`config.mk`:
```
export PLATFORM = sky130hd
export DESIGN_NAME = sram_sleep_ctrl
export DESIGN_NICKNAME = d
export VERILOG_FILES = /design/src/rtl/sleep_pkg.sv /design/src/rtl/slp_sync.sv /design/src/rtl/slp_fsm.sv /design/src/rtl/slp_gate.sv /design/src/rtl/sram_sleep_ctrl.sv
export SDC_FILE = /design/constraint.sdc
export NUM_CORES = 1
export LEC_CHECK = 0
export ABC_AREA = 1
export BUFFER_PORTS_ARGS = -buffer_cell sky130_fd_sc_hd__buf_2
export CAP_MARGIN = 20
export CORE_AREA = 8 8 45 47
export DETAILED_ROUTE_END_ITERATION = 16
export DIE_AREA = 0 0 53 55
export SLEW_MARGIN = 25
export SYNTH_ARGS = -nofsm -noshare
export SYNTH_HDL_FRONTEND = slang
export SYNTH_SLANG_ARGS = --single-unit
```
`constraint.sdc`:
```
create_clock -name clk -period 2 [get_ports clk]
set_input_delay 0.3 -clock clk [delete_from_list [all_inputs] [get_ports clk]]
set_output_delay 0.3 -clock clk [all_outputs]
set_load 0.01 [all_outputs]
```
`src/rtl/sleep_pkg.sv`:
```
package sleep_pkg;
    typedef enum logic [1:0] {
        ST_AWAKE    = 2'd0,
        ST_ENTERING = 2'd1,
        ST_ASLEEP   = 2'd2,
        ST_WAKING   = 2'd3
    } slp_state_t;
endpackage

```
`src/rtl/slp_sync.sv`:
```
module slp_sync #(
    parameter int STAGES = 2
) (
    input  logic clk,
    input  logic rst_n,
    input  logic d_async,
    output logic q_sync
);
    logic [STAGES-1:0] stg;

    generate
        if (STAGES == 1) begin : g_one
            always_ff @(posedge clk) begin
                if (!rst_n) stg <= '0;
                else        stg <= d_async;
            end
        end else begin : g_chain
            always_ff @(posedge clk) begin
                if (!rst_n) stg <= '0;
                else        stg <= {stg[STAGES-2:0], d_async};
            end
        end
    endgenerate

    assign q_sync = stg[STAGES-1];
endmodule

```
`src/rtl/slp_fsm.sv`:
```
module slp_fsm
    import sleep_pkg::*;
#(
    parameter int ENTRY_CYC = 2,
    parameter int EXIT_CYC  = 2
) (
    input  logic       clk,
    input  logic       rst_n,
    input  logic       req_s,
    output slp_state_t st
);
    localparam int MAXC  = (ENTRY_CYC > EXIT_CYC) ? ENTRY_CYC : EXIT_CYC;
    localparam int CNT_W = (MAXC > 1) ? $clog2(MAXC) : 1;
    localparam logic [CNT_W-1:0] ENTRY_LAST = CNT_W'(ENTRY_CYC - 1);
    localparam logic [CNT_W-1:0] EXIT_LAST  = CNT_W'(EXIT_CYC - 1);

    slp_state_t       nxt;
    logic [CNT_W-1:0] cnt;

    always_comb begin
        nxt = st;
        unique case (st)
            ST_AWAKE:    if (req_s)              nxt = ST_ENTERING;
            ST_ENTERING: if (cnt == ENTRY_LAST)  nxt = ST_ASLEEP;
            ST_ASLEEP:   if (!req_s)             nxt = ST_WAKING;
            ST_WAKING:   if (cnt == EXIT_LAST)   nxt = ST_AWAKE;
            default:                             nxt = ST_AWAKE;
        endcase
    end

    always_ff @(posedge clk) begin
        if (!rst_n) begin
            st  <= ST_AWAKE;
            cnt <= '0;
        end else begin
            st <= nxt;
            if (nxt != st)
                cnt <= '0;
            else if (st == ST_ENTERING || st == ST_WAKING)
                cnt <= cnt + 1'b1;
        end
    end
endmodule

```
`src/rtl/slp_gate.sv`:
```
module slp_gate
    import sleep_pkg::*;
(
    input  slp_state_t st,
    input  logic       cmd_sel,
    input  logic       cmd_write,
    input  logic       wr_pending,
    output logic       accept_en,
    output logic       dq_hiz,
    output logic       core_pd,
    output logic       cmd_go,
    output logic       wr_go,
    output logic       wake_wr_viol,
    output logic       wr_lost_err
);
    always_comb begin
        accept_en    = 1'b1;
        dq_hiz       = 1'b0;
        core_pd      = 1'b0;
        cmd_go       = 1'b0;
        wr_go        = 1'b0;
        wake_wr_viol = 1'b0;
        wr_lost_err  = 1'b0;
        unique case (st)
            ST_AWAKE: begin
                cmd_go = cmd_sel;
                wr_go  = cmd_sel & cmd_write;
            end
            ST_ENTERING: begin
                cmd_go      = cmd_sel;
                wr_go       = cmd_sel & cmd_write;
                wr_lost_err = wr_pending;
            end
            ST_ASLEEP: begin
                accept_en = 1'b0;
                dq_hiz    = 1'b1;
                core_pd   = 1'b1;
            end
            ST_WAKING: begin
                cmd_go       = cmd_sel & ~cmd_write;
                wake_wr_viol = cmd_sel & cmd_write;
            end
            default: accept_en = 1'b0;
        endcase
    end
endmodule

```
`src/rtl/sram_sleep_ctrl.sv`:
```
module sram_sleep_ctrl
    import sleep_pkg::*;
#(
    parameter int SYNC_STAGES = 2,
    parameter int ENTRY_CYC   = 2,
    parameter int EXIT_CYC    = 2
) (
    input  logic clk,
    input  logic rst_n,
    input  logic sleep_req,
    input  logic cmd_sel,
    input  logic cmd_write,
    input  logic wr_pending,
    output logic accept_en,
    output logic dq_hiz,
    output logic core_pd,
    output logic cmd_go,
    output logic wr_go,
    output logic wake_wr_viol,
    output logic wr_lost_err
);
    logic       req_s;
    slp_state_t st;

    slp_sync #(.STAGES(SYNC_STAGES)) i_sync (
        .clk     (clk),
        .rst_n   (rst_n),
        .d_async (sleep_req),
        .q_sync  (req_s)
    );

    slp_fsm #(.ENTRY_CYC(ENTRY_CYC), .EXIT_CYC(EXIT_CYC)) i_fsm (
        .clk   (clk),
        .rst_n (rst_n),
        .req_s (req_s),
        .st    (st)
    );

    slp_gate i_gate (
        .st           (st),
        .cmd_sel      (cmd_sel),
        .cmd_write    (cmd_write),
        .wr_pending   (wr_pending),
        .accept_en    (accept_en),
        .dq_hiz       (dq_hiz),
        .core_pd      (core_pd),
        .cmd_go       (cmd_go),
        .wr_go        (wr_go),
        .wake_wr_viol (wake_wr_viol),
        .wr_lost_err  (wr_lost_err)
    );
endmodule

```
==> run metrics <==
outcome=complete, no violations; CP required=1.70 ns; first-pass GRT wire length=1010 microns; VDD IR-drop max=0.284 mV; hpwl dp=467 microns; global-route usage over all layers=5.14%; FMAX=700 MHz; final hold slack=0.242 ns; Synth Register Bits=5; P_leak=0.212 nW; total power=0.255 mW; Tightest Pin Transition=0.212 ns; PortBufs=12; max-slew violations=0; area added between synthesis and finish=40.1%; Residual DRC=0; CP max FO=6; Reg2Reg Setup Slack=1.15 ns; Layout fillers=162; core region area=1380 sq um; Final Setup Violations=0; final-stage net count=63; Skew-Pair Late Insertion Delay=0.25 ns; Hold Startpoint=sleep_req; clk sink count=5; postcts setup bufs=0; share of cells above drive strength 1=28.6%; HP Class=in2reg; Final Core Density=25.0%; Register-to-Register Path Depth=5; vias in the first global route=250; yosys warns=0; Sequential Area=100 sq um; setup tns final=0 ns; H-tree depth=1; delay-heaviest family, CP=flip-flops; multi-input logic area=97.6 sq um; ANT cells=0; CTS Hold Buffers Added=0; total CTS buffers=3; fin crit share=71.4%; Die Y=55 microns; CTS tree=built; DRT iter0 DRCs=5; Most common cell on crit path=nor2_1; total number of vias=279; # rows=14; CTS root buf=clkbuf_4; syn avg cell area=6.01 sq um; CTS Buffer Depth=2; vias per std cell=3.88; Critical Path Source Type=flip-flop; average wire per standard cell=8.15 microns; total gr overflow=0; WP buf/inv=2; Layout Skew=0.00765 ns; post-synth cell types=10; Fin. Hold Viols=0; Cells after Synth=41; Initial Util=17.8%; Post-Syn Area=246 sq um; Worst Hold Path EP=i_sync.stg[0]; io pins=13; post_cts resized=0; initial antenna violation count=0; Worst setup startpoint=i_fsm.st[1]; crit end category=output port; hold path depth=3; Die Area=2920 sq um; Synth Net Count=47; worst setup path category=reg2out; largest net degree at the start of global routing=8; Final Wtd Congestion=0.737; DIE WIDTH=53 microns; critical path, cell by cell=inv_2 > nor2_1 > nor2_1 > buf_2; register area share after synthesis=40.6%; worst r2r dst=i_fsm.st[0]; CP Data Arrival Time=1.13 ns; worst r2r src=i_fsm.st[1]; critical path's slowest cell=dfxtp_1; RSZ-0062 raised after global routing=no; Tmin final=1.43 ns; Pwr per Cell Area=738 nW/um^2; antenna viol nets, final=0; Worst-path clk slew=0.05 ns; final wirelength=587 microns; Rel. slew slack=85.8%; max-capacitance violation count=0; Worst path max stage delay=0.42 ns; drt first pass iters=4
## cells in the mapped netlist
library cell / number / area, sq um
a21oi_1: 1 / 5.00
buf_4: 1 / 7.51
dfxtp_1: 5 / 100
inv_1: 10 / 37.5
inv_2: 1 / 3.75
nand2_1: 13 / 48.8
nand3_1: 2 / 10.0
nor2_1: 5 / 18.8
nor3_1: 2 / 10.0
o21ai_0: 1 / 5.00
## cell usage in the layout (no fill, tap or decap), drive strengths merged
cell type,n
buf,12
a21oi,1
nand3,2
dfxtp,5
nor3,2
o21ai,1
inv,11
clkbuf,4
nor2,5
nand2,13
## metal layers
metal  global-route usage [%]  wire (microns)  up-vias
met2                     7.03             217       15
met1                     4.26             219      114
li1                         -               -      148
met3                     6.42             141        2
met4                     2.59               8        0
met5                        0               0        -
## worst min-delay path: stages
cell     delay, ns
buf_2         0.07
nand2_1       0.04
inv_1         0.04
## stage by stage
stage               std cells  instance area [sq um]  setup WS (ns)
finish                     72                    345          0.571
global placement           68                    319          0.871
floorplan                  41                    246          0.816
global route               72                    345          0.468
detailed placement         68                    319          0.845
CTS                        72                    345          0.565
## final cells by class
cell class              instances  area share, %
well taps                      16           5.80
inverters                      11           12.0
clock buffers                   4           7.61
repair buffers                 12           17.4
flip-flops and latches          5           29.0
multi-input cells              24           28.3
## registers in the layout (all words and copies together) (netlist names)
name,count
i_sync.stg,2
i_fsm.st,2
i_fsm.cnt,1
## how the worst max path moves through the flow
stage / slack (ns) / endpoint / depth (start not counted)
final: 0.57 / cmd_go / 4
after global routing: 0.47 / accept_en / 4
after CTS: 0.56 / cmd_go / 4
after detailed placement: 0.84 / cmd_go / 4
after global placement: 0.87 / cmd_go / 4
after floorplan: 0.82 / dq_hiz / 3
## power breakdown
group	switching (mW)	internal (mW)
clock	0.0452	0.0756
sequential	0.00396	0.105
combinational	0.0138	0.0117
## logic make-up (layout without fill, tap and decap cells)
| group | Yosys count | count (layout) | share of synthesized area (%) |
|---|---|---|---|
| AOI/OAI and AO/OA | 2 | 2 | 4.06 |
| buffers and inverters | 12 | 27 | 19.8 |
| and+or+nand+nor | 22 | 22 | 35.5 |
| DFF | 5 | 5 | 40.6 |
Note: power is estimated with default switching activity, not from simulation.
